**src/rtl/e1sc_pkg.sv**
```systemverilog
package e1sc_pkg;
  // control word fields, MSB = word bit 9, LSB = word bit 1
  typedef struct packed {
    logic rx_inv;   // bit 9
    logic rx_frz;   // bit 8
    logic cas_sel;  // bit 7
    logic tx_inv;   // bit 6
    logic rlb;      // bit 5
    logic llb;      // bit 4
    logic tx_tst;   // bit 3
    logic rx_tst;   // bit 2
    logic tx_idle;  // bit 1
  } slot_ctl_t;

  localparam int CTL_LSB = 1;
  localparam int CTL_W   = $bits(slot_ctl_t);
endpackage

```
**src/rtl/e1sc_regfile.sv**
```systemverilog
module e1sc_regfile
  import e1sc_pkg::*;
#(
  parameter int SLOTS     = 32,
  parameter int ADDR_W    = 8,
  parameter int DATA_W    = 16,
  parameter int BYTE_W    = 8,
  parameter int SLOT_BASE = 'h90,
  parameter int IDLE_ADDR = 'h0A
) (
  input  logic              clk,
  input  logic              rst_n,
  input  logic              we,
  input  logic [ADDR_W-1:0] addr,
  input  logic [DATA_W-1:0] wdata,
  output slot_ctl_t         words [SLOTS],
  output logic [BYTE_W-1:0] idle_code
);
  logic [SLOTS-1:0]  hit;
  logic              idle_hit;
  logic [BYTE_W-1:0] idle_nxt;

  assign idle_hit = we && (addr == ADDR_W'(IDLE_ADDR));
  assign idle_nxt = idle_hit ? wdata[BYTE_W-1:0] : idle_code;

  always_ff @(posedge clk or negedge rst_n) begin
    if (!rst_n) idle_code <= '0;
    else        idle_code <= idle_nxt;
  end

  for (genvar s = 0; s < SLOTS; s++) begin : g_slot
    assign hit[s] = we && (addr == ADDR_W'(SLOT_BASE + s));
    if (s == 0) begin : g_zero
      assign words[s] = '0;
    end else begin : g_reg
      slot_ctl_t q, nxt;
      always_comb begin
        nxt = q;
        if (hit[s]) nxt = slot_ctl_t'(wdata[CTL_LSB +: CTL_W]);
      end
      always_ff @(posedge clk or negedge rst_n) begin
        if (!rst_n) q <= '0;
        else        q <= nxt;
      end
      assign words[s] = q;
    end
  end
endmodule

```
**src/rtl/e1sc_byte_store.sv**
```systemverilog
module e1sc_byte_store #(
  parameter int DEPTH = 32,
  parameter int W     = 8,
  localparam int AW   = $clog2(DEPTH)
) (
  input  logic          clk,
  input  logic          rst_n,
  input  logic          we,
  input  logic [AW-1:0] waddr,
  input  logic [W-1:0]  wdata,
  input  logic [AW-1:0] raddr,
  output logic [W-1:0]  rdata
);
  logic [W-1:0] mem [DEPTH];

  assign rdata = mem[raddr];

  always_ff @(posedge clk or negedge rst_n) begin
    if (!rst_n) begin
      for (int i = 0; i < DEPTH; i++) mem[i] <= '0;
    end else if (we) begin
      mem[waddr] <= wdata;
    end
  end
endmodule

```
**src/rtl/e1sc_tx_path.sv**
```systemverilog
module e1sc_tx_path
  import e1sc_pkg::*;
#(
  parameter int           W        = 8,
  parameter logic [W-1:0] INV_MASK = 8'h55
) (
  input  logic         clk,
  input  logic         rst_n,
  input  logic         stb,
  input  slot_ctl_t    ctl,
  input  logic [W-1:0] bp_byte,
  input  logic [W-1:0] loop_byte,
  input  logic [W-1:0] test_byte,
  input  logic [W-1:0] idle_byte,
  output logic [W-1:0] line_q
);
  logic [W-1:0] src, nxt;

  always_comb begin
    if (ctl.tx_tst)       src = test_byte;
    else if (ctl.tx_idle) src = idle_byte;
    else                  src = bp_byte;
    if (ctl.tx_inv) src = src ^ INV_MASK;
    nxt = line_q;
    if (stb) nxt = ctl.rlb ? loop_byte : src;
  end

  always_ff @(posedge clk or negedge rst_n) begin
    if (!rst_n) line_q <= '0;
    else        line_q <= nxt;
  end
endmodule

```
**src/rtl/e1sc_rx_path.sv**
```systemverilog
module e1sc_rx_path
  import e1sc_pkg::*;
#(
  parameter int           W        = 8,
  parameter logic [W-1:0] INV_MASK = 8'h55
) (
  input  logic         clk,
  input  logic         rst_n,
  input  logic         stb,
  input  slot_ctl_t    ctl,
  input  logic [W-1:0] line_byte,
  input  logic [W-1:0] loop_byte,
  input  logic [W-1:0] frz_byte,
  input  logic [W-1:0] test_byte,
  output logic [W-1:0] sel_byte,
  output logic [W-1:0] bp_q
);
  logic [W-1:0] nxt;

  always_comb begin
    if (ctl.llb)         sel_byte = loop_byte;
    else if (ctl.rx_frz) sel_byte = frz_byte;
    else if (ctl.rx_tst) sel_byte = test_byte;
    else if (ctl.rx_inv) sel_byte = line_byte ^ INV_MASK;
    else                 sel_byte = line_byte;
    nxt = stb ? sel_byte : bp_q;
  end

  always_ff @(posedge clk or negedge rst_n) begin
    if (!rst_n) bp_q <= '0;
    else        bp_q <= nxt;
  end
endmodule

```
**src/rtl/e1_slot_ctrl.sv**
```systemverilog
module e1_slot_ctrl
  import e1sc_pkg::*;
#(
  parameter int SLOTS     = 32,
  parameter int ADDR_W    = 8,
  parameter int DATA_W    = 16,
  parameter int BYTE_W    = 8,
  parameter int SLOT_BASE = 'h90,
  parameter int IDLE_ADDR = 'h0A,
  localparam int TS_W     = $clog2(SLOTS)
) (
  input  logic              clk,
  input  logic              rst_n,
  input  logic              cfg_we,
  input  logic [ADDR_W-1:0] cfg_addr,
  input  logic [DATA_W-1:0] cfg_wdata,
  input  logic [TS_W-1:0]   ts_idx,
  input  logic              tx_stb,
  input  logic [BYTE_W-1:0] bp_in,
  input  logic [BYTE_W-1:0] tx_test_byte,
  output logic [BYTE_W-1:0] tx_line,
  input  logic              rx_stb,
  input  logic [BYTE_W-1:0] line_in,
  input  logic [BYTE_W-1:0] rx_test_byte,
  output logic [BYTE_W-1:0] bp_out,
  output logic              cas_src
);
  localparam logic [BYTE_W-1:0] INV_MASK = BYTE_W'(8'h55);

  slot_ctl_t         words [SLOTS];
  slot_ctl_t         ctl_cur;
  logic [BYTE_W-1:0] idle_code;
  logic [BYTE_W-1:0] line_rd, bpin_rd, out_rd, rx_sel;

  assign ctl_cur = words[ts_idx];
  assign cas_src = ctl_cur.cas_sel;

  e1sc_regfile #(
    .SLOTS(SLOTS), .ADDR_W(ADDR_W), .DATA_W(DATA_W), .BYTE_W(BYTE_W),
    .SLOT_BASE(SLOT_BASE), .IDLE_ADDR(IDLE_ADDR)
  ) u_regs (
    .clk(clk), .rst_n(rst_n), .we(cfg_we), .addr(cfg_addr),
    .wdata(cfg_wdata), .words(words), .idle_code(idle_code)
  );

  // last received line byte per slot (remote loopback source)
  e1sc_byte_store #(.DEPTH(SLOTS), .W(BYTE_W)) u_line_st (
    .clk(clk), .rst_n(rst_n), .we(rx_stb), .waddr(ts_idx),
    .wdata(line_in), .raddr(ts_idx), .rdata(line_rd)
  );

  // last backplane input byte per slot (local loopback source)
  e1sc_byte_store #(.DEPTH(SLOTS), .W(BYTE_W)) u_bpin_st (
    .clk(clk), .rst_n(rst_n), .we(tx_stb), .waddr(ts_idx),
    .wdata(bp_in), .raddr(ts_idx), .rdata(bpin_rd)
  );

  // last backplane output byte per slot (freeze source)
  e1sc_byte_store #(.DEPTH(SLOTS), .W(BYTE_W)) u_out_st (
    .clk(clk), .rst_n(rst_n), .we(rx_stb), .waddr(ts_idx),
    .wdata(rx_sel), .raddr(ts_idx), .rdata(out_rd)
  );

  e1sc_tx_path #(.W(BYTE_W), .INV_MASK(INV_MASK)) u_tx (
    .clk(clk), .rst_n(rst_n), .stb(tx_stb), .ctl(ctl_cur),
    .bp_byte(bp_in), .loop_byte(line_rd), .test_byte(tx_test_byte),
    .idle_byte(idle_code), .line_q(tx_line)
  );

  e1sc_rx_path #(.W(BYTE_W), .INV_MASK(INV_MASK)) u_rx (
    .clk(clk), .rst_n(rst_n), .stb(rx_stb), .ctl(ctl_cur),
    .line_byte(line_in), .loop_byte(bpin_rd), .frz_byte(out_rd),
    .test_byte(rx_test_byte), .sel_byte(rx_sel), .bp_q(bp_out)
  );
endmodule

```
**config.mk**
```make
export PLATFORM = sky130hd
export DESIGN_NAME = e1_slot_ctrl
export DESIGN_NICKNAME = d
export VERILOG_FILES = /design/src/rtl/e1sc_pkg.sv /design/src/rtl/e1sc_regfile.sv /design/src/rtl/e1sc_byte_store.sv /design/src/rtl/e1sc_tx_path.sv /design/src/rtl/e1sc_rx_path.sv /design/src/rtl/e1_slot_ctrl.sv
export SDC_FILE = /design/constraint.sdc
export NUM_CORES = 2
export LEC_CHECK = 0
export BUFFER_PORTS_ARGS = -buffer_cell sky130_fd_sc_hd__buf_4
export CAP_MARGIN = 20
export CORE_MARGIN = 10
export CORE_UTILIZATION = 50
export CTS_CLUSTER_SIZE = 10
export DETAILED_ROUTE_END_ITERATION = 10
export GPL_ROUTABILITY_DRIVEN = 0
export PLACE_DENSITY = 0.71
export SLEW_MARGIN = 30
export SYNTH_ARGS = -nofsm -noshare
export SYNTH_HDL_FRONTEND = slang
export SYNTH_SLANG_ARGS = --single-unit
```
**constraint.sdc**
```tcl
create_clock -name clk -period 4 [get_ports clk]
set_clock_uncertainty 0.1 [all_clocks]
set_input_delay 0.8 -clock clk [delete_from_list [all_inputs] [get_ports clk]]
set_output_delay 0.8 -clock clk [all_outputs]
set_load 0.01 [all_outputs]
```
==> impl_metrics.py <==
metrics = {
    "outcome": {
        "status": "complete, no violations",
    },
    "clock_network": {
        "clock-root-buffer": "clkbuf_16",
        "cts_tree": "built",
        "clk_path_buf_depth": 3,
        "clk_pin_slew_ps": 50,
        "h-tree-depth": 3,
        "postCtsSetupBuffers": 0,
        "clock_sinks": 1071,
        "cts_made_buffers": 120,
        "insertion_delay_ps": 710,
    },
    "die": {
        "dieArea_um2": 111000,
        "fp-row-count": 114,
        "die_w_um": 333,
        "start_util_pct": 50.5,
        "ioPinCount": 83,
        "die_y_um": 333,
        "design.core.area_um2": 97000,
    },
    "setup_path": {
        "regToRegStartpoint": "u_regs.words[1]",
        "worstPathMaxFanout": 18,
        "startpoint_type": "input port",
        "slowest_delay_ps": 540,
        "cp-end-kind": "primary output",
        "cp_cell_sequence": "buf_8 > buf_12 > buf_4 > buf_4 > mux4_2 > a22oi_1 > nand4_1 > buf_4",
        "crit_path_frequent_cell": "buf_4",
        "cp_slowest_cell": "mux4_2",
        "crit_start": "ts_idx[0]",
        "critPathRequiredTime_ps": 3100,
        "cp.arrival_ps": 2690,
        "criticalPathCategory": "input port to primary output",
    },
    "cells_and_area": {
        "synthToLayoutAreaGrowth_pct": 11.8,
        "fin_cells": 4916,
        "drive_above_1_share_pct": 41.7,
        "stdcell_area_um2": 54800,
        "diodes": 0,
        "finalNetCount": 3675,
    },
    "route": {
        "drt_iter0_markers": 2637,
        "vias": 30600,
        "postRouteAntennaNets": 0,
        "first_pass_iters": 6,
        "wl_um": 132000,
        "wire_per_inst_um": 26.8,
        "drcViolationCount": 0,
        "via_per_inst": 6.23,
    },
    "timing": {
        "relSlewSlack_pct": 39.4,
        "report.final.setup_viol": 0,
        "drv_slew": 0,
        "rsz0062_at_grt": "false",
        "tns_ps": 0,
        "final.period_utilization_pct": 89.7,
        "hold_ws_ps": 288,
        "setup_slack_ps": 410,
        "finalCriticalPeriod_ps": 3590,
        "worst_pin_slew_ps": 907,
        "max_freq_ghz": 0.279,
        "report.final.hold_viol_count": 0,
    },
    "synth": {
        "ys_warn_count": 0,
        "syn_avg_cell_area_um2": 14.0,
        "synth_area_leaders": "dfrtp_1, mux2_2, mux4_2, nand2_1, o21ai_0",
        "yosysSeqAreaShare_pct": 54.7,
        "netlist.area_leader.share_pct": 54.7,
        "synth_nets": 3574,
        "synth_seq_cells": 1071,
        "yosysUniqueCellTypes": 74,
        "syn_area_um2": 49000,
        "synth_cells": 3508,
        "synth_edf_count": 0,
        "async_flop_share_pct": 100,
        "synth_largest_area_cell": "dfrtp_1",
        "synthFlopType": "dfrtp_1",
    },
    "power_and_ir_drop": {
        "p_sw_mw": 7.34,
        "internal_power_mw": 20.4,
        "pwr-share-seq_pct": 48.8,
        "p_per_area_nw_per_um2": 507,
        "max-vdd-ir-drop_mv": 0.383,
        "power_frac_comb_pct": 16.2,
        "power.leakage_nw": 24.8,
        "swShare_pct": 26.4,
        "clockPowerShare_pct": 35.0,
    },
    "global_routing": {
        "grt_pass1_vias": 31800,
        "grt.overflow.total": 0,
        "antenna_found_initial": 2,
        "grt_start_max_net_pins": 133,
        "grt_usage_pct": 23.6,
        "grt_pass1_wl_um": 202000,
    },
    "placed_design": {
        "placedCellCount": 4762,
        "dp_slack_ps": -20.2,
        "portBuffers": 76,
        "placed_area_um2": 51500,
        "dp_hpwl_um": 85300,
    },
    "worst_hold_path": {
        "hold_path_startpoint": "cfg_wdata[0]",
        "holdCritPathClass": "input port to flop",
    },
    "flow_run": {
        "drv_cap": 0,
    },
}
synth_stat cells (10+ instances only):
cell	count
o21ai_1	62
nor2_1	148
clkbuf_1	126
o21ai_0	141
mux4_2	219
o21ai_2	24
nand3_1	17
mux2i_1	30
buf_2	66
nor2_2	33
nand2_1	299
mux2_2	733
nand4_1	16
a22o_1	25
nand2_2	18
buf_6	36
a221oi_1	27
inv_1	12
a21oi_2	64
o22ai_1	10
dfrtp_1	1071
mux4_1	22
buf_4	23
a21oi_1	61
buf_1	10
a22oi_1	59
and3_1	10
cells by family after synthesis:
kind of cell | share of synthesized area [%]
flops | 54.7
mux | 28.8
simple gates | 5.66
compound gates | 7.34
buf+inv | 3.54
through the flow:
stage / power [mW] / util [%]
2_1_floorplan: 16.5 / -
3_3_place_gp: 17.9 / 53.1
3_5_place_dp: 18.2 / 53.1
4_1_cts: 27.9 / 56.5
5_1_grt: 28.9 / 56.5
6_report: 27.8 / 56.5
critical path: cells and delay by family:
| family | cells | cell delay (ps) |
|---|---|---|
| buf+inv | 5 | 940 |
| simple gates | 1 | 180 |
| mux | 1 | 540 |
| compound gates | 1 | 220 |
repair_timing:
item	4_1_cts	5_1_grt
hold endpoints to repair	29	0
gates resized for setup	0	0
hold buffers	1	0
state kept, by name (all words and copies together), names as in the netlist:
| name | cells |
|---|---|
| u_tx.line_q | 8 |
| u_bpin_st.mem | 256 |
| u_regs.words | 279 |
| u_out_st.mem | 256 |
| u_line_st.mem | 256 |
| u_rx.bp_q | 8 |
| u_regs.idle_code | 8 |
power groups by stage:
| stage | combinational [mW] | sequential [mW] | clock, mW |
|---|---|---|---|
| finish | 4.50 | 13.5 | 9.73 |
| global route | 4.87 | 13.7 | 10.3 |
| CTS | 4.52 | 13.5 | 9.87 |
| detailed placement | 4.49 | 13.7 | 0 |
| global placement | 4.35 | 13.6 | 0 |
| floorplan | 3.17 | 13.4 | 0 |
worst paths after layout:
path	endpoint	slack [ps]	cells past startpoint
hold / removal	u_regs.idle_code[0]	290	2
min in group asynchronous	u_line_st.mem[60]	480	2
setup / recovery	cas_src	410	8
hold reg to reg	u_line_st.mem[250]	370	2
max in group asynchronous	u_bpin_st.mem[55]	2110	3
setup reg to reg	u_out_st.mem[199]	830	8
cell type report:
| cell class | count | area, µm² |
|---|---|---|
| Clock buffer | 146 | 3190 |
| Clock inverter | 7 | 88.8 |
| Fill cell | 7774 | 42200 |
| Inverter | 13 | 48.8 |
| Multi-Input combinational cell | 2146 | 20500 |
| Sequential cell | 1071 | 26800 |
| Tap cell | 1276 | 1600 |
| Timing Repair Buffer | 257 | 2500 |
metal layers:
layer / part of all wire (%) / vias up / GRT usage (%)
li1: - / 13100 / -
met5: 0.0091 / - / 0
met2: 47 / 977 / 37.3
met3: 6.3 / 259 / 4.64
met1: 43 / 16300 / 32.3
met4: 3.6 / 2 / 8.42
cell usage in the layout (no fill, tap or decap), types with 7 or more instances in the layout:
master / count
dfrtp_1: 1071
mux2_2: 733
nand2_1: 299
mux4_2: 219
buf_4: 209
nor2_1: 145
o21ai_0: 141
clkbuf_16: 122
o21ai_1: 62
a21oi_1: 61
a21oi_2: 60
a22oi_1: 59
buf_12: 44
nor2_2: 36
mux2i_1: 30
a221oi_1: 27
a22o_1: 25
o21ai_2: 24
mux4_1: 22
clkbuf_1: 19
nand2_2: 18
nand3_1: 17
nand4_1: 16
inv_1: 12
o22ai_1: 10
or3_1: 9
and3_1: 9
a211oi_1: 9
a311oi_1: 7
Note: power is estimated with default switching activity, not from simulation.
